File: config.mk
export PLATFORM = sky130hd
export DESIGN_NAME = tlb_lookup
export DESIGN_NICKNAME = d
export VERILOG_FILES = /design/src/rtl/tlb_pkg.sv /design/src/rtl/tlb_entry_store.sv /design/src/rtl/tlb_prio_sel.sv /design/src/rtl/tlb_rights_check.sv /design/src/rtl/tlb_lookup.sv
export SDC_FILE = /design/constraint.sdc
export NUM_CORES = 2
export LEC_CHECK = 0
export ABC_AREA = 1
export BUFFER_PORTS_ARGS = -buffer_cell sky130_fd_sc_hd__buf_2
export CAP_MARGIN = 20
export CORE_MARGIN = 8
export CORE_UTILIZATION = 45
export CTS_CLUSTER_DIAMETER = 120
export DETAILED_ROUTE_END_ITERATION = 12
export HOLD_SLACK_MARGIN = 0.12
export PLACE_DENSITY = 0.62
export SETUP_SLACK_MARGIN = 0.3
export SKIP_LAST_GASP = 1
export SLEW_MARGIN = 5
export SYNTH_ARGS = -nofsm -noshare
export SYNTH_HDL_FRONTEND = slang
export SYNTH_SLANG_ARGS = --single-unit
File: constraint.sdc
create_clock -name clk_i -period 4.7 [get_ports clk_i]
set_clock_uncertainty 0.05 [all_clocks]
set_input_delay 0.47 -clock clk_i [delete_from_list [all_inputs] [get_ports clk_i]]
set_output_delay 0.47 -clock clk_i [all_outputs]
set_load 0.01 [all_outputs]
File: src/rtl/tlb_pkg.sv
package tlb_pkg;
  typedef enum logic [1:0] {
    ACC_FETCH = 2'b00,
    ACC_LOAD  = 2'b01,
    ACC_STORE = 2'b10,
    ACC_LOAD2 = 2'b11
  } acc_e;

  localparam logic signed [3:0] RES_OK      = 4'sd0;
  localparam logic signed [3:0] RES_NOMATCH = -4'sd2;
  localparam logic signed [3:0] RES_INVALID = -4'sd3;
  localparam logic signed [3:0] RES_DIRTY   = -4'sd4;
  localparam logic signed [3:0] RES_NOREAD  = -4'sd5;
  localparam logic signed [3:0] RES_NOEXEC  = -4'sd6;

  // page word field positions shared by the rights check
  localparam int unsigned VLD_BIT = 1;
  localparam int unsigned DRT_BIT = 2;
  localparam int unsigned FN_LSB  = 6;
endpackage

File: src/rtl/tlb_entry_store.sv
module tlb_entry_store #(
  parameter int unsigned N      = 8,
  parameter int unsigned VA_W   = 32,
  parameter int unsigned ASID_W = 8,
  parameter int unsigned LO_W   = 32,
  localparam int unsigned IDX_W = (N > 1) ? $clog2(N) : 1
) (
  input  logic                        clk_i,
  input  logic                        rst_ni,
  input  logic                        wr_en_i,
  input  logic [IDX_W-1:0]            wr_idx_i,
  input  logic [VA_W-1:0]             wr_mask_i,
  input  logic [VA_W-1:0]             wr_tag_i,
  input  logic [ASID_W-1:0]           wr_asid_i,
  input  logic                        wr_global_i,
  input  logic [LO_W-1:0]             wr_lo0_i,
  input  logic [LO_W-1:0]             wr_lo1_i,
  input  logic [VA_W-1:0]             va_i,
  input  logic [ASID_W-1:0]           asid_i,
  output logic [N-1:0]                hit_o,
  output logic [N-1:0][VA_W-1:0]      mask_o,
  output logic [N-1:0][LO_W-1:0]      lo0_o,
  output logic [N-1:0][LO_W-1:0]      lo1_o
);
  logic [N-1:0]             occ_q;
  logic [N-1:0]             glb_q;
  logic [N-1:0][VA_W-1:0]   tag_q;
  logic [N-1:0][ASID_W-1:0] asid_q;

  for (genvar g = 0; g < N; g++) begin : g_slot
    logic sel;
    assign sel = wr_en_i && (wr_idx_i == IDX_W'(g));

    always_ff @(posedge clk_i or negedge rst_ni) begin
      if (!rst_ni) begin
        occ_q[g]  <= 1'b0;
        glb_q[g]  <= 1'b0;
        tag_q[g]  <= '0;
        asid_q[g] <= '0;
        mask_o[g] <= '0;
        lo0_o[g]  <= '0;
        lo1_o[g]  <= '0;
      end else if (sel) begin
        occ_q[g]  <= 1'b1;
        glb_q[g]  <= wr_global_i;
        tag_q[g]  <= wr_tag_i;
        asid_q[g] <= wr_asid_i;
        mask_o[g] <= wr_mask_i;
        lo0_o[g]  <= wr_lo0_i;
        lo1_o[g]  <= wr_lo1_i;
      end
    end

    assign hit_o[g] = occ_q[g]
                    && (((va_i ^ tag_q[g]) & ~mask_o[g]) == '0)
                    && (glb_q[g] || (asid_q[g] == asid_i));
  end
endmodule

File: src/rtl/tlb_prio_sel.sv
module tlb_prio_sel #(
  parameter int unsigned N    = 8,
  parameter int unsigned VA_W = 32,
  parameter int unsigned LO_W = 32
) (
  input  logic [N-1:0]           hit_i,
  input  logic [N-1:0][VA_W-1:0] mask_i,
  input  logic [N-1:0][LO_W-1:0] lo0_i,
  input  logic [N-1:0][LO_W-1:0] lo1_i,
  output logic                   any_o,
  output logic [VA_W-1:0]        mask_o,
  output logic [LO_W-1:0]        lo0_o,
  output logic [LO_W-1:0]        lo1_o
);
  // walk from the top so the lowest hit index is written last
  always_comb begin
    any_o  = |hit_i;
    mask_o = '0;
    lo0_o  = '0;
    lo1_o  = '0;
    for (int i = N - 1; i >= 0; i--) begin
      if (hit_i[i]) begin
        mask_o = mask_i[i];
        lo0_o  = lo0_i[i];
        lo1_o  = lo1_i[i];
      end
    end
  end
endmodule

File: src/rtl/tlb_rights_check.sv
module tlb_rights_check
  import tlb_pkg::*;
#(
  parameter int unsigned VA_W     = 32,
  parameter int unsigned LO_W     = 32,
  parameter int unsigned FN_W     = 20,
  parameter int unsigned PG_SHIFT = 12,
  localparam int unsigned PA_W    = FN_W + PG_SHIFT,
  localparam int unsigned NR_BIT  = LO_W - 1,
  localparam int unsigned NX_BIT  = LO_W - 2
) (
  input  logic                   any_i,
  input  logic [VA_W-1:0]        mask_i,
  input  logic [LO_W-1:0]        lo0_i,
  input  logic [LO_W-1:0]        lo1_i,
  input  logic [VA_W-1:0]        va_i,
  input  logic [1:0]             acc_i,
  output logic signed [3:0]      res_o,
  output logic [PA_W-1:0]        pa_o
);
  logic [VA_W-1:0] off_mask;
  logic            odd;
  logic [LO_W-1:0] pg;
  logic [FN_W-1:0] fn;
  logic [PA_W-1:0] base;
  logic [PA_W-1:0] off_pa;
  logic [PA_W-1:0] va_pa;

  assign off_mask = mask_i >> 1;
  assign odd      = |(va_i & mask_i & ~off_mask);
  assign pg       = odd ? lo1_i : lo0_i;
  assign fn       = pg[FN_LSB +: FN_W];
  assign base     = {fn, {PG_SHIFT{1'b0}}};
  assign off_pa   = PA_W'(off_mask);
  assign va_pa    = PA_W'(va_i);

  always_comb begin
    if (!any_i)
      res_o = RES_NOMATCH;
    else if (!pg[VLD_BIT])
      res_o = RES_INVALID;
    else if (acc_i == ACC_FETCH && pg[NX_BIT])
      res_o = RES_NOEXEC;
    else if ((acc_i == ACC_LOAD || acc_i == ACC_LOAD2) && pg[NR_BIT])
      res_o = RES_NOREAD;
    else if (acc_i == ACC_STORE && !pg[DRT_BIT])
      res_o = RES_DIRTY;
    else
      res_o = RES_OK;
  end

  assign pa_o = (res_o == RES_OK) ? ((base & ~off_pa) | (va_pa & off_pa)) : '0;
endmodule

File: src/rtl/tlb_lookup.sv
module tlb_lookup #(
  parameter int unsigned N        = 8,
  parameter int unsigned VA_W     = 32,
  parameter int unsigned ASID_W   = 8,
  parameter int unsigned LO_W     = 32,
  parameter int unsigned FN_W     = 20,
  parameter int unsigned PG_SHIFT = 12,
  localparam int unsigned IDX_W   = (N > 1) ? $clog2(N) : 1,
  localparam int unsigned PA_W    = FN_W + PG_SHIFT
) (
  input  logic                  clk_i,
  input  logic                  rst_ni,
  input  logic                  wr_en_i,
  input  logic [IDX_W-1:0]      wr_idx_i,
  input  logic [VA_W-1:0]       wr_mask_i,
  input  logic [VA_W-1:0]       wr_tag_i,
  input  logic [ASID_W-1:0]     wr_asid_i,
  input  logic                  wr_global_i,
  input  logic [LO_W-1:0]       wr_lo0_i,
  input  logic [LO_W-1:0]       wr_lo1_i,
  input  logic [VA_W-1:0]       va_i,
  input  logic [ASID_W-1:0]     asid_i,
  input  logic [1:0]            acc_i,
  output logic signed [3:0]     res_o,
  output logic [PA_W-1:0]       pa_o
);
  logic [N-1:0]           hit;
  logic [N-1:0][VA_W-1:0] mask_a;
  logic [N-1:0][LO_W-1:0] lo0_a;
  logic [N-1:0][LO_W-1:0] lo1_a;
  logic                   any;
  logic [VA_W-1:0]        sel_mask;
  logic [LO_W-1:0]        sel_lo0;
  logic [LO_W-1:0]        sel_lo1;

  tlb_entry_store #(.N(N), .VA_W(VA_W), .ASID_W(ASID_W), .LO_W(LO_W)) u_store (
    .clk_i       (clk_i),
    .rst_ni      (rst_ni),
    .wr_en_i     (wr_en_i),
    .wr_idx_i    (wr_idx_i),
    .wr_mask_i   (wr_mask_i),
    .wr_tag_i    (wr_tag_i),
    .wr_asid_i   (wr_asid_i),
    .wr_global_i (wr_global_i),
    .wr_lo0_i    (wr_lo0_i),
    .wr_lo1_i    (wr_lo1_i),
    .va_i        (va_i),
    .asid_i      (asid_i),
    .hit_o       (hit),
    .mask_o      (mask_a),
    .lo0_o       (lo0_a),
    .lo1_o       (lo1_a)
  );

  tlb_prio_sel #(.N(N), .VA_W(VA_W), .LO_W(LO_W)) u_sel (
    .hit_i  (hit),
    .mask_i (mask_a),
    .lo0_i  (lo0_a),
    .lo1_i  (lo1_a),
    .any_o  (any),
    .mask_o (sel_mask),
    .lo0_o  (sel_lo0),
    .lo1_o  (sel_lo1)
  );

  tlb_rights_check #(.VA_W(VA_W), .LO_W(LO_W), .FN_W(FN_W), .PG_SHIFT(PG_SHIFT)) u_chk_rights (
    .any_i  (any),
    .mask_i (sel_mask),
    .lo0_i  (sel_lo0),
    .lo1_i  (sel_lo1),
    .va_i   (va_i),
    .acc_i  (acc_i),
    .res_o  (res_o),
    .pa_o   (pa_o)
  );
endmodule

==> flow_metrics.env <==
export IMPL_core_rowCount=121
export IMPL_final_cell_mix="2120 x nand2_1, 1244 x o21ai_0, 976 x dfrtp_1"
export IMPL_post_route_period_util_pct=116
export IMPL_setup_ws_ps=-767
export IMPL_grt_pass1_vias=45500
export IMPL_synthSimpleGateAreaFrac_pct=25.4
export IMPL_synth_edff_count=0
export IMPL_synth_cells=6603
export IMPL_root_buffer="clkbuf_16"
export IMPL_ys_seq_elements=976
export IMPL_critPathMaxFanout=8
export IMPL_timing_critical_path_mode_cell="nand2_1"
export IMPL_first_iter_violations=5778
export IMPL_place_hpwl_mm=141
export IMPL_switching_share_pct=31.3
export IMPL_grt_first_pass_wirelength_mm=294
export IMPL_finalCriticalPeriod_ps=5470
export IMPL_vias_per_cell=5.47
export IMPL_hold_path_depth=3
export IMPL_worstReg2RegStart="u_store.tag_q[213]"
export IMPL_cp_required_ps=4180
export IMPL_die_h_um=347
export IMPL_arrival_ps=4950
export IMPL_final_common_cell="nand2_1"
export IMPL_clk_latency_ps=730
export IMPL_hold_path_class="primary input to register"
export IMPL_dr_pass1_iters=6
export IMPL_cpPeakStageDelay_ps=400
export IMPL_power_leakage_nw=31.3
export IMPL_combPwrFrac_pct=20.5
export IMPL_die_area_mm2=0.121
export IMPL_synthesis_area_mm2=0.0494
export IMPL_synthAdderAreaFrac_pct=0
export IMPL_drive_above_1_share_pct=17.9
export IMPL_hold_viol=0
export IMPL_cap_viol_max_count=0
export IMPL_internal_power_mw=17.0
export IMPL_startpoint="u_store.tag_q[193]"
export IMPL_syn_nets=6788
export IMPL_switchingPower_mw=7.74
export IMPL_synth_ff_type="dfrtp_1"
export IMPL_irDropWorstVdd_mv=0.312
export IMPL_critPathCaptureType="output port"
export IMPL_cts_sinks=976
export IMPL_p_clk_share_pct=34.9
export IMPL_synth_mux_area_share_pct=0
export IMPL_post_route_drc_count=0
export IMPL_syn2layout_area_growth_pct=26.8
export IMPL_synth_compound_area_share_pct=16.3
export IMPL_worst_slew_pin_slew_ps=1080
export IMPL_ant_nets=0
export IMPL_grtUsageTotal_pct=31.9
export IMPL_gp_congestion=1.05
export IMPL_num_nets_final=7537
export IMPL_synthArstFlopShare_pct=100
export IMPL_vias=48500
export IMPL_totalWireLength_mm=197
export IMPL_core_area_mm2=0.109
export IMPL_rsz0062_at_grt="true"
export IMPL_worstSetupPathType="register to output port"
export IMPL_cts_tree="built"
export IMPL_finalSetupViolCount=36
export IMPL_crit_path_top_delay_cell="dfrtp_1"
export IMPL_synth_xor_area_share_pct=0.921
export IMPL_grt_max_degree=130
export IMPL_power_density_mw_per_mm2=395
export IMPL_initial_core_util_pct=45.4
export IMPL_finalMaxSlewViolations=0
export IMPL_ys_seq_area_share_pct=49.4
export IMPL_cp_start_kind="register"
export IMPL_tns_ps=-24650
export IMPL_clock_path_buffers=3
export IMPL_violations="negative setup slack"
export IMPL_synth_warnings=0
export IMPL_fp_dieW_um=347
export IMPL_synth_cell_types=55
export IMPL_path_buf_inv=9
export IMPL_status="complete, but fails checks"
export IMPL_antenna_found_initial=11
export IMPL_htree_num_levels=3
export IMPL_hold_start="wr_mask_i[4]"
export IMPL_path_delay_family="simple AND/OR/NAND/NOR gates"
export IMPL_p_seq_share_pct=44.6
export IMPL_drt_wirelength_per_cell_um=22.3
export IMPL_path_depth=34
export IMPL_post_route_util_pct=57.6
export IMPL_path_clk_slew_ps=60
export IMPL_grt_overflow=0
export IMPL_max_slew_margin_pct=28.0
export IMPL_ioPinCount=221
export IMPL_avgSynthCellArea_um2=7.49
export IMPL_numPortBuffers=204
export IMPL_synth_top_family_by_area="simple AND/OR/NAND/NOR gates"
export IMPL_numCtsBuffers=109
export IMPL_r2r_cells=4
export IMPL_clock_fmax_ghz=0.183
==> final cells by class <==
class                   instances  area (um^2)
fillers                     10100        46200
clock inverters                23          337
repair buffers               1027         8760
well taps                    1414         1770
inverters                     545         2080
diodes                          5         12.5
clock buffers                 173         3260
multi-input cells            4693        22000
flip-flops and latches        976        24400
==> logic make-up after synthesis <==
group | count (synthesis)
xor+xnor | 52
simple gates | 3091
flops | 976
buf+inv | 935
compound gates | 1549
==> final timing paths <==
kind | slack, ps | end
setup / recovery | -770 | pa_o[29]
hold / removal | 150 | u_store.mask_o[132]
setup reg to reg | 3730 | u_store.tag_q[213]
hold reg to reg | 430 | u_store.occ_q[7]
max in group asynchronous | 2900 | u_store.lo0_o[213]
min in group asynchronous | 390 | u_store.tag_q[232]
==> synthesized netlist by cell type, types with 13 or more instances <==
cell type	n	area [um^2]
nor3b_1	26	195
dfrtp_1	976	24400
nor3_1	32	160
o21ai_1	36	180
nor2_1	497	1870
buf_4	26	195
xor2_1	26	228
inv_1	522	1960
nand3_1	176	881
nor2_2	22	138
nand4_1	65	407
a211oi_1	27	203
nor2_4	15	169
o211ai_1	22	165
or2_0	16	100
o21ai_0	1256	6290
clkbuf_1	252	946
xnor2_1	26	228
or2_2	13	81.3
buf_6	28	315
nand2_1	2186	8210
buf_2	60	300
a21oi_1	150	751
inv_2	21	78.8
buf_1	23	86.3
==> metrics by stage <==
| stage | setup WS, ps | cell area, um^2 | hold WS [ps] | instances | power (mW) |
|---|---|---|---|---|---|
| 3_5_place_dp | -972 | 56100 | 407 | 8484 | 15.9 |
| 5_1_grt | -995 | 62700 | 164 | 8853 | 25.9 |
| 4_1_cts | -648 | 62200 | 126 | 8839 | 24.7 |
| 6_report | -767 | 62700 | 148 | 8856 | 24.7 |
| 2_1_floorplan | 881 | 49400 | 124 | 6603 | 13.4 |
| 3_3_place_gp | -915 | 56100 | 406 | 8484 | 15.8 |
==> worst min-delay path, delay by kind of cell <==
family                 cells  cell delay (ps)
buffers and inverters      2              210
AO/OA/AOI/OAI              1              180
==> power by group through the flow <==
stage	combinational (mW)	sequential, mW	clock, mW
floorplan	2.54	10.9	0
global placement	4.70	11.1	0
detailed placement	4.80	11.1	0
CTS	4.97	11.0	8.72
global route	5.60	11.2	9.05
finish	5.07	11.0	8.64
==> what timing repair did <==
action / in CTS / in global routing
hold buffers: 120 / 0
endpoints found under the setup margin: 36 / 36
buffers inserted: 34 / 12
pin swaps: 48 / 51
cloned: 5 / 0
resized for setup: 214 / 87
endpoints found under the hold margin: 629 / 0
==> layer usage <==
| layer | GRT usage, % | vias to the layer above | wire [um] |
|---|---|---|---|
| li1 | - | 22700 | - |
| met1 | 43.2 | 23100 | 81500 |
| met2 | 48.5 | 2191 | 86200 |
| met3 | 6.77 | 461 | 18300 |
| met4 | 15.8 | 6 | 11300 |
| met5 | 0 | - | 40 |
==> registers in the layout (all words and copies together) (netlist names) <==
| name | cells |
|---|---|
| u_store.mask_o | 256 |
| u_store.tag_q | 256 |
| u_store.lo0_o | 192 |
| u_store.lo1_o | 192 |
| u_store.asid_q | 64 |
| u_store.glb_q | 8 |
| u_store.occ_q | 8 |
Note: power is estimated with default switching activity, not from simulation.
